### src/rtl/mcal_pkg.sv
package mcal_pkg;

  // Channel numbering; the result word order follows it.
  localparam int unsigned MCAL_NCH  = 5;
  localparam int unsigned MCAL_CH_W = 3;

  typedef enum logic [MCAL_CH_W-1:0] {
    CH_TEMP = 3'd0,
    CH_VSUP = 3'd1,
    CH_MON1 = 3'd2,
    CH_MON2 = 3'd3,
    CH_MON3 = 3'd4
  } mcal_chan_e;

  function automatic int unsigned mcal_max(input int unsigned a, input int unsigned b);
    return (a > b) ? a : b;
  endfunction

endpackage

### src/rtl/mcal_rst_sync.sv
module mcal_rst_sync #(
  parameter int unsigned STAGES = 2
) (
  input  logic clk,
  input  logic arst_n,
  output logic srst_n
);

  logic [STAGES-1:0] sync_q;
  logic [STAGES-1:0] sync_d;

  always_comb begin
    sync_d = {sync_q[STAGES-2:0], 1'b1};
  end

  always_ff @(posedge clk or negedge arst_n) begin
    if (!arst_n) begin
      sync_q <= '0;
    end else begin
      sync_q <= sync_d;
    end
  end

  assign srst_n = sync_q[STAGES-1];

endmodule

### src/rtl/mcal_trim.sv
// Gain/offset/shift arithmetic for one sample; purely combinational.
module mcal_trim #(
  parameter int unsigned RAW_W     = 16,
  parameter int unsigned GAIN_W    = 16,
  parameter int unsigned GAIN_FRAC = 15,
  parameter int unsigned OFFS_W    = 16,
  parameter int unsigned SHIFT_W   = 3,
  parameter int unsigned COR_W     = 19
) (
  input  logic                     is_temp,
  input  logic [RAW_W-1:0]         raw,
  input  logic [GAIN_W-1:0]        gain,
  input  logic [OFFS_W-1:0]        offs,
  input  logic [SHIFT_W-1:0]       shamt,
  output logic signed [COR_W-1:0]  cor
);

  localparam int unsigned PROD_W = RAW_W + GAIN_W;

  logic [PROD_W-1:0]        prod;
  logic signed [COR_W-1:0]  scl_x;
  logic signed [COR_W-1:0]  offs_x;
  logic signed [COR_W-1:0]  raw_x;
  logic signed [COR_W-1:0]  gain_sum;
  logic signed [COR_W-1:0]  gain_shf;
  logic signed [COR_W-1:0]  temp_sum;

  always_comb begin
    prod     = PROD_W'(raw) * PROD_W'(gain);
    // Drop the fraction bits; the remaining magnitude always fits COR_W.
    scl_x    = COR_W'(prod >> GAIN_FRAC);
    offs_x   = {{(COR_W-OFFS_W){offs[OFFS_W-1]}}, offs};
    raw_x    = {{(COR_W-RAW_W){raw[RAW_W-1]}}, raw};
    gain_sum = scl_x + offs_x;
    gain_shf = gain_sum >>> shamt;
    temp_sum = raw_x + offs_x;
    cor      = is_temp ? temp_sum : gain_shf;
  end

endmodule

### src/rtl/mcal_clamp.sv
// Saturates the corrected value to the result range and left-justifies it.
module mcal_clamp #(
  parameter int unsigned COR_W  = 19,
  parameter int unsigned RES_W  = 13,
  parameter int unsigned WORD_W = 16
) (
  input  logic                     is_temp,
  input  logic signed [COR_W-1:0]  cor,
  output logic [WORD_W-1:0]        word
);

  localparam int unsigned PAD_W = WORD_W - RES_W;
  localparam logic signed [COR_W-1:0] U_MAX = COR_W'((1 << RES_W) - 1);
  localparam logic signed [COR_W-1:0] S_MAX = COR_W'((1 << (RES_W-1)) - 1);
  localparam logic signed [COR_W-1:0] S_MIN = -COR_W'(1 << (RES_W-1));

  logic [RES_W-1:0] val;

  always_comb begin
    if (is_temp) begin
      if (cor > S_MAX) begin
        val = S_MAX[RES_W-1:0];
      end else if (cor < S_MIN) begin
        val = S_MIN[RES_W-1:0];
      end else begin
        val = cor[RES_W-1:0];
      end
    end else begin
      if (cor < 0) begin
        val = '0;
      end else if (cor > U_MAX) begin
        val = U_MAX[RES_W-1:0];
      end else begin
        val = cor[RES_W-1:0];
      end
    end
    word = {val, {PAD_W{1'b0}}};
  end

endmodule

### src/rtl/mcal_bank.sv
// Result words, one register per channel, with a byte-wide read port.
module mcal_bank #(
  parameter int unsigned NCH    = 5,
  parameter int unsigned CH_W   = 3,
  parameter int unsigned WORD_W = 16,
  parameter int unsigned ADDR_W = 8,
  parameter logic [7:0]  BASE   = 8'h60
) (
  input  logic                    clk,
  input  logic                    rst_n,
  input  logic                    wr_en,
  input  logic [CH_W-1:0]         wr_sel,
  input  logic [WORD_W-1:0]       wr_word,
  input  logic [ADDR_W-1:0]       rd_addr,
  output logic [7:0]              rd_data,
  output logic [NCH*WORD_W-1:0]   res_flat
);

  localparam int unsigned BPW = WORD_W / 8;

  for (genvar k = 0; k < NCH; k++) begin : g_slot
    logic              slot_en;
    logic [WORD_W-1:0] slot_d;
    logic [WORD_W-1:0] slot_q;

    always_comb begin
      slot_en = wr_en && (wr_sel == CH_W'(k));
      slot_d  = slot_en ? wr_word : slot_q;
    end

    always_ff @(posedge clk or negedge rst_n) begin
      if (!rst_n) begin
        slot_q <= '0;
      end else if (slot_en) begin
        slot_q <= slot_d;
      end
    end

    assign res_flat[k*WORD_W +: WORD_W] = slot_q;
  end

  logic [ADDR_W-1:0] rd_off;

  always_comb begin
    rd_off  = rd_addr - ADDR_W'(BASE);
    rd_data = '0;
    for (int k = 0; k < int'(NCH); k++) begin
      for (int b = 0; b < int'(BPW); b++) begin
        // Lower address carries the more significant byte.
        if (rd_off == ADDR_W'(k*BPW + b)) begin
          rd_data = res_flat[k*WORD_W + (BPW-1-b)*8 +: 8];
        end
      end
    end
  end

endmodule

### src/rtl/mon_cal_unit.sv
module mon_cal_unit
  import mcal_pkg::*;
#(
  parameter int unsigned RAW_W     = 16,
  parameter int unsigned GAIN_W    = 16,
  parameter int unsigned GAIN_FRAC = 15,
  parameter int unsigned OFFS_W    = 16,
  parameter int unsigned SHIFT_W   = 3,
  parameter int unsigned RES_W     = 13,
  parameter int unsigned WORD_W    = 16,
  parameter int unsigned ADDR_W    = 8,
  parameter logic [7:0]  BASE      = 8'h60
) (
  input  logic                           clk,
  input  logic                           rst_n,
  input  logic                           smp_valid,
  input  logic [MCAL_CH_W-1:0]           smp_chan,
  input  logic [RAW_W-1:0]               smp_raw,
  input  logic [(MCAL_NCH-1)*GAIN_W-1:0] cal_gain,
  input  logic [MCAL_NCH*OFFS_W-1:0]     cal_offs,
  input  logic [(MCAL_NCH-1)*SHIFT_W-1:0] cal_shift,
  input  logic [ADDR_W-1:0]              rd_addr,
  output logic [7:0]                     rd_data
);

  localparam int unsigned NCH   = MCAL_NCH;
  localparam int unsigned NTRIM = NCH - 1;
  localparam int unsigned SCL_W = RAW_W + GAIN_W - GAIN_FRAC;
  localparam int unsigned COR_W = mcal_max(SCL_W, mcal_max(OFFS_W, RAW_W)) + 2;

  logic                    rst_s_n;
  logic                    chan_ok;
  logic                    is_temp;
  logic                    wr_en;
  logic [GAIN_W-1:0]       gain_sel;
  logic [OFFS_W-1:0]       offs_sel;
  logic [SHIFT_W-1:0]      shift_sel;
  logic signed [COR_W-1:0] cor;
  logic [WORD_W-1:0]       cal_word;
  logic [NCH*WORD_W-1:0]   res_flat;

  mcal_rst_sync #(.STAGES(2)) u_rst (
    .clk    (clk),
    .arst_n (rst_n),
    .srst_n (rst_s_n)
  );

  // Constant selection by channel index.
  always_comb begin
    chan_ok   = (smp_chan < MCAL_CH_W'(NCH));
    is_temp   = (smp_chan == CH_TEMP);
    wr_en     = smp_valid && chan_ok;
    gain_sel  = '0;
    shift_sel = '0;
    offs_sel  = '0;
    for (int i = 0; i < int'(NTRIM); i++) begin
      if (smp_chan == MCAL_CH_W'(i + 1)) begin
        gain_sel  = cal_gain[i*GAIN_W +: GAIN_W];
        shift_sel = cal_shift[i*SHIFT_W +: SHIFT_W];
      end
    end
    for (int k = 0; k < int'(NCH); k++) begin
      if (smp_chan == MCAL_CH_W'(k)) begin
        offs_sel = cal_offs[k*OFFS_W +: OFFS_W];
      end
    end
  end

  mcal_trim #(
    .RAW_W(RAW_W), .GAIN_W(GAIN_W), .GAIN_FRAC(GAIN_FRAC),
    .OFFS_W(OFFS_W), .SHIFT_W(SHIFT_W), .COR_W(COR_W)
  ) u_trim (
    .is_temp (is_temp),
    .raw     (smp_raw),
    .gain    (gain_sel),
    .offs    (offs_sel),
    .shamt   (shift_sel),
    .cor     (cor)
  );

  mcal_clamp #(.COR_W(COR_W), .RES_W(RES_W), .WORD_W(WORD_W)) u_clamp (
    .is_temp (is_temp),
    .cor     (cor),
    .word    (cal_word)
  );

  mcal_bank #(
    .NCH(NCH), .CH_W(MCAL_CH_W), .WORD_W(WORD_W), .ADDR_W(ADDR_W), .BASE(BASE)
  ) u_bank (
    .clk      (clk),
    .rst_n    (rst_s_n),
    .wr_en    (wr_en),
    .wr_sel   (smp_chan),
    .wr_word  (cal_word),
    .rd_addr  (rd_addr),
    .rd_data  (rd_data),
    .res_flat (res_flat)
  );

endmodule

### config.mk
export PLATFORM = sky130hd
export DESIGN_NAME = mon_cal_unit
export DESIGN_NICKNAME = d
export VERILOG_FILES = /design/src/rtl/mcal_pkg.sv /design/src/rtl/mcal_rst_sync.sv /design/src/rtl/mcal_trim.sv /design/src/rtl/mcal_clamp.sv /design/src/rtl/mcal_bank.sv /design/src/rtl/mon_cal_unit.sv
export SDC_FILE = /design/constraint.sdc
export NUM_CORES = 1
export LEC_CHECK = 0
export BUFFER_PORTS_ARGS = -buffer_cell sky130_fd_sc_hd__buf_4
export CAP_MARGIN = 30
export CORE_AREA = 2 2 173 175
export CTS_CLUSTER_SIZE = 14
export DETAILED_ROUTE_END_ITERATION = 16
export DIE_AREA = 0 0 175 177
export GPL_TIMING_DRIVEN = 0
export PLACE_DENSITY_LB_ADDON = 0.1
export SLEW_MARGIN = 15
export SYNTH_ARGS = -nofsm -noshare
export SYNTH_HDL_FRONTEND = slang
export SYNTH_HIERARCHICAL = 1
export SYNTH_SLANG_ARGS = --single-unit
### constraint.sdc
create_clock -name clk -period 2.5 [get_ports clk]
set_clock_uncertainty 0.2 [all_clocks]
set_input_delay 0.125 -clock clk [delete_from_list [all_inputs] [get_ports clk]]
set_output_delay 0.125 -clock clk [all_outputs]
set_load 0.1 [all_outputs]
==> impl_metrics.yaml <==
global_route:
  antenna_found_initial: 2
  busiest_layer: "met2"
  grt_pass1_wl_mm: 80.3
  grtUsageMet1_pct: 42.9
  grt_use_met2_pct: 56.4
  grt_pass1_vias: 14700
  grt_max_degree: 48
  overflow: 0
  met3_usage_pct: 6.77
  grt.total_usage_pct: 33.7
clocking:
  max-clock-path-buffers: 2
  numCtsBuffers: 9
  htree_levels: 3
  cts_sinks: 82
  cts.clk_slew.worst_paths_ns: 0.06
  root_buffer: "clkbuf_16"
  cts_tree: "yes"
  clkLatencyLatePin_ns: 0.33
routing:
  vias: 14200
  first_iter_violations: 1292
  finalWirelength_mm: 52.3
  drcViolationCount: 0
  wl_per_cell_um: 21.9
  drtPass1Iterations: 6
  ant_nets: 0
  routed_via_density: 5.96
worst_setup_path:
  worstReg2RegStart: "u_rst/sync_q[1]$_DFF_PN0_"
  crit_type: "input port to flip-flop"
  cp_common_cell: "fa_1"
  cp.arrival_ns: 9.78
  start_kind: "input port"
  r2r-end: "u_bank/g_slot[0].slot_q[7]$_DFFE_PN0P_"
  cp.required_ns: 2.52
  reg2regPathDepth: 1
  path_max_fanout: 10
  reg2reg_slack_ns: 1.41
  cp_slowest_cell: "fa_1"
  end_kind: "flip-flop"
  slowest_delay_ns: 0.55
logic_synthesis:
  synth_edf_count: 0
  ys_seq_area_share_pct: 12.8
  ys_ff_latch: 82
  synth.top_cells.by_count: "254 x inv_1, 195 x fa_1, 180 x nand2_1"
  synth_top_area_share_pct: 24.3
  synth_most_common_cell: "inv_1"
  synth.distinct_cells: 85
  synth_top_area_cell: "fa_1"
  synthFlopType: "dfrtp_1"
  synthTopCellsByArea: "fa_1 24%, dfrtp_1 13%, ha_1 11%"
  synthesis.area_mm2: 0.0160
  netlist_instances: 1718
  syn_area_per_cell_um2: 9.33
  async_flop_share_pct: 100
  yosysWarnings: 6
die:
  dieWidth_um: 175
  die_y_um: 177
  dieArea_mm2: 0.0310
  start_util_pct: 54.8
  core-area_mm2: 0.0292
  pin_count: 194
  num_rows: 63
finish:
  syn_to_final_growth_pct: 27.2
  fill_cells: 2259
  multi_input_area_mm2: 0.0137
  seq_area_mm2: 0.00206
  num_antenna_cells: 0
  fin_area_mm2: 0.0204
  finalNetCount: 2506
  layout-drive-gt1-share_pct: 29.8
timing:
  slew_headroom_pct: 39.3
  worst_slack_ns: -7.26
  setup_viol: 65
  final-hold-violation-count: 0
  drv_slew: 0
  period_needed_ns: 9.76
  fin_crit_sh_pct: 391
  max_freq_mhz: 102
  rsz0062_at_grt: "yes"
  max_slew.worst_pin.slew_ns: 0.911
place:
  place_area_mm2: 0.0185
  portBuffers: 191
  place.gp.congestion: 0.973
  hpwl_mm: 40.3
pwr:
  p_clk_share_pct: 4.7
  p_int_mw: 12.4
  p_comb_share_pct: 86.4
  p_switching_mw: 13.3
  p_leak_nw: 9.62
  cellPowerDensity_mw_per_mm2: 1260
  switching_share_pct: 51.8
  vdd_ir_drop_max_v: 0.00198
  power.total_mw: 25.6
  p_seq_share_pct: 8.9
min_path:
  worstHoldStart: "smp_chan[1]"
  min_path_type: "input port to flip-flop"
  min_to: "u_bank/g_slot[1].slot_q[4]$_DFFE_PN0P_"
  hold-path-cell-count: 3
run_status:
  violations: "setup timing"
  outcome: "complete, but fails checks"
job:
  drv_cap: 0
## worst max-delay path, delay by kind of cell
kind	cells	cell delay (ns)
compound gates	11	2.63
fa+ha+maj	8	3.65
simple gates	7	1.13
buf+inv	12	1.36
xor+xnor	2	0.28
mux	2	0.59
## power by group through the flow
stage,registers [mW],logic [mW],clock network [mW]
3_3_place_gp,2.24,18.5,0
2_1_floorplan,2.17,14.7,0
4_1_cts,2.25,20.0,1.20
6_report,2.28,22.2,1.20
3_5_place_dp,2.26,18.9,0
5_1_grt,2.35,24.0,1.26
## cells in the final DEF, fill, tap and decap left out, types with 7 or more instances in the layout
cell type / count
nand2_1: 177
fa_2: 9
ha_2: 11
nand3_1: 19
a21oi_1: 41
a22oi_1: 29
a31oi_1: 8
nor3_1: 14
buf_4: 251
a21oi_2: 7
o21ai_0: 16
ha_1: 124
a221o_1: 14
mux2i_1: 53
nor4_4: 13
o2bb2ai_4: 11
clkbuf_1: 31
o21a_1: 10
inv_1: 248
mux2_2: 39
a211oi_1: 8
dfrtp_1: 81
nand4_1: 9
o21ai_1: 10
mux4_2: 12
o22ai_4: 14
xnor2_1: 32
nor2_1: 48
fa_1: 186
a211o_1: 9
and2_1: 110
buf_6: 21
buf_12: 12
clkbuf_16: 12
mux2_4: 52
a21o_1: 22
xor2_1: 14
buf_8: 10
o221ai_1: 12
## cell type report
type | count | area share (%)
tap | 390 | 2.39
inverter | 255 | 4.69
clock buffer | 11 | 1.14
clock inverter | 5 | 0.160
buffer | 91 | 4.01
timing repair buffer | 258 | 10.3
multi-input combinational | 1290 | 67.2
sequential | 82 | 10.1
## stage by stage
step | setup TNS, ns | hold WS, ns | std cells | utilization (%) | setup WS (ns)
floorplan | -417.12 | -0.371 | 1720 | - | -6.46
CTS | -472.05 | 0.0168 | 2348 | 66.6 | -7.31
global route | -488.29 | 0.0304 | 2382 | 69.7 | -7.55
finish | -469.98 | 0.0295 | 2382 | 69.7 | -7.26
detailed placement | -557.24 | -0.291 | 2302 | 63.3 | -8.65
global placement | -546.98 | -0.293 | 2301 | 63.2 | -8.49
## state kept, by name, indices dropped and copies added, names as in the netlist
register,count
u_rst/sync_q,2
u_bank/g_slot.slot_q,80
## cell families (layout without fill, tap and decap cells)
logic type                 count (synthesis)  count (layout)  synth area share, %
and+or+nand+nor                          445             445                 14.4
buffers and inverters                    348             620                 9.19
adders and majority gates                333             333                 35.1
AOI/OAI and AO/OA                        291             291                 13.3
muxes                                    162             162                 12.1
DFF                                       82              82                 12.8
xor gates and xnor gates                  55              55                 3.00
other                                      2               4               0.0468
## layer usage
metal / wire length [µm] / vias to the layer above
met5: 0 / -
met4: 2380 / 0
met3: 4510 / 123
met2: 24700 / 697
met1: 20700 / 7046
li1: - / 6324
## timing repair
action / 4_1_cts / 5_1_grt
setup endpoints to repair: 65 / 65
hold buffers: 2 / 0
setup buffers: 28 / 35
endpoints found under the hold margin: 2 / 0
pin swaps: 39 / 69
resized for setup: 88 / 125
cloned: 0 / 3
## how the worst max path moves through the flow
stage	startpoint	to	slack (ns)	cells past startpoint
3_3_place_gp	smp_chan[0]	u_bank/g_slot[1].slot_q[7]$_DFFE_PN0P_	-8.49	41
3_5_place_dp	smp_chan[0]	u_bank/g_slot[3].slot_q[9]$_DFFE_PN0P_	-8.65	41
5_1_grt	smp_chan[2]	u_bank/g_slot[3].slot_q[8]$_DFFE_PN0P_	-7.55	42
2_1_floorplan	smp_chan[2]	u_bank/g_slot[0].slot_q[6]$_DFFE_PN0P_	-6.46	41
4_1_cts	smp_chan[2]	u_bank/g_slot[1].slot_q[13]$_DFFE_PN0P_	-7.31	44
6_report	smp_chan[2]	u_bank/g_slot[3].slot_q[9]$_DFFE_PN0P_	-7.26	42
Note: power is estimated with default switching activity, not from simulation.
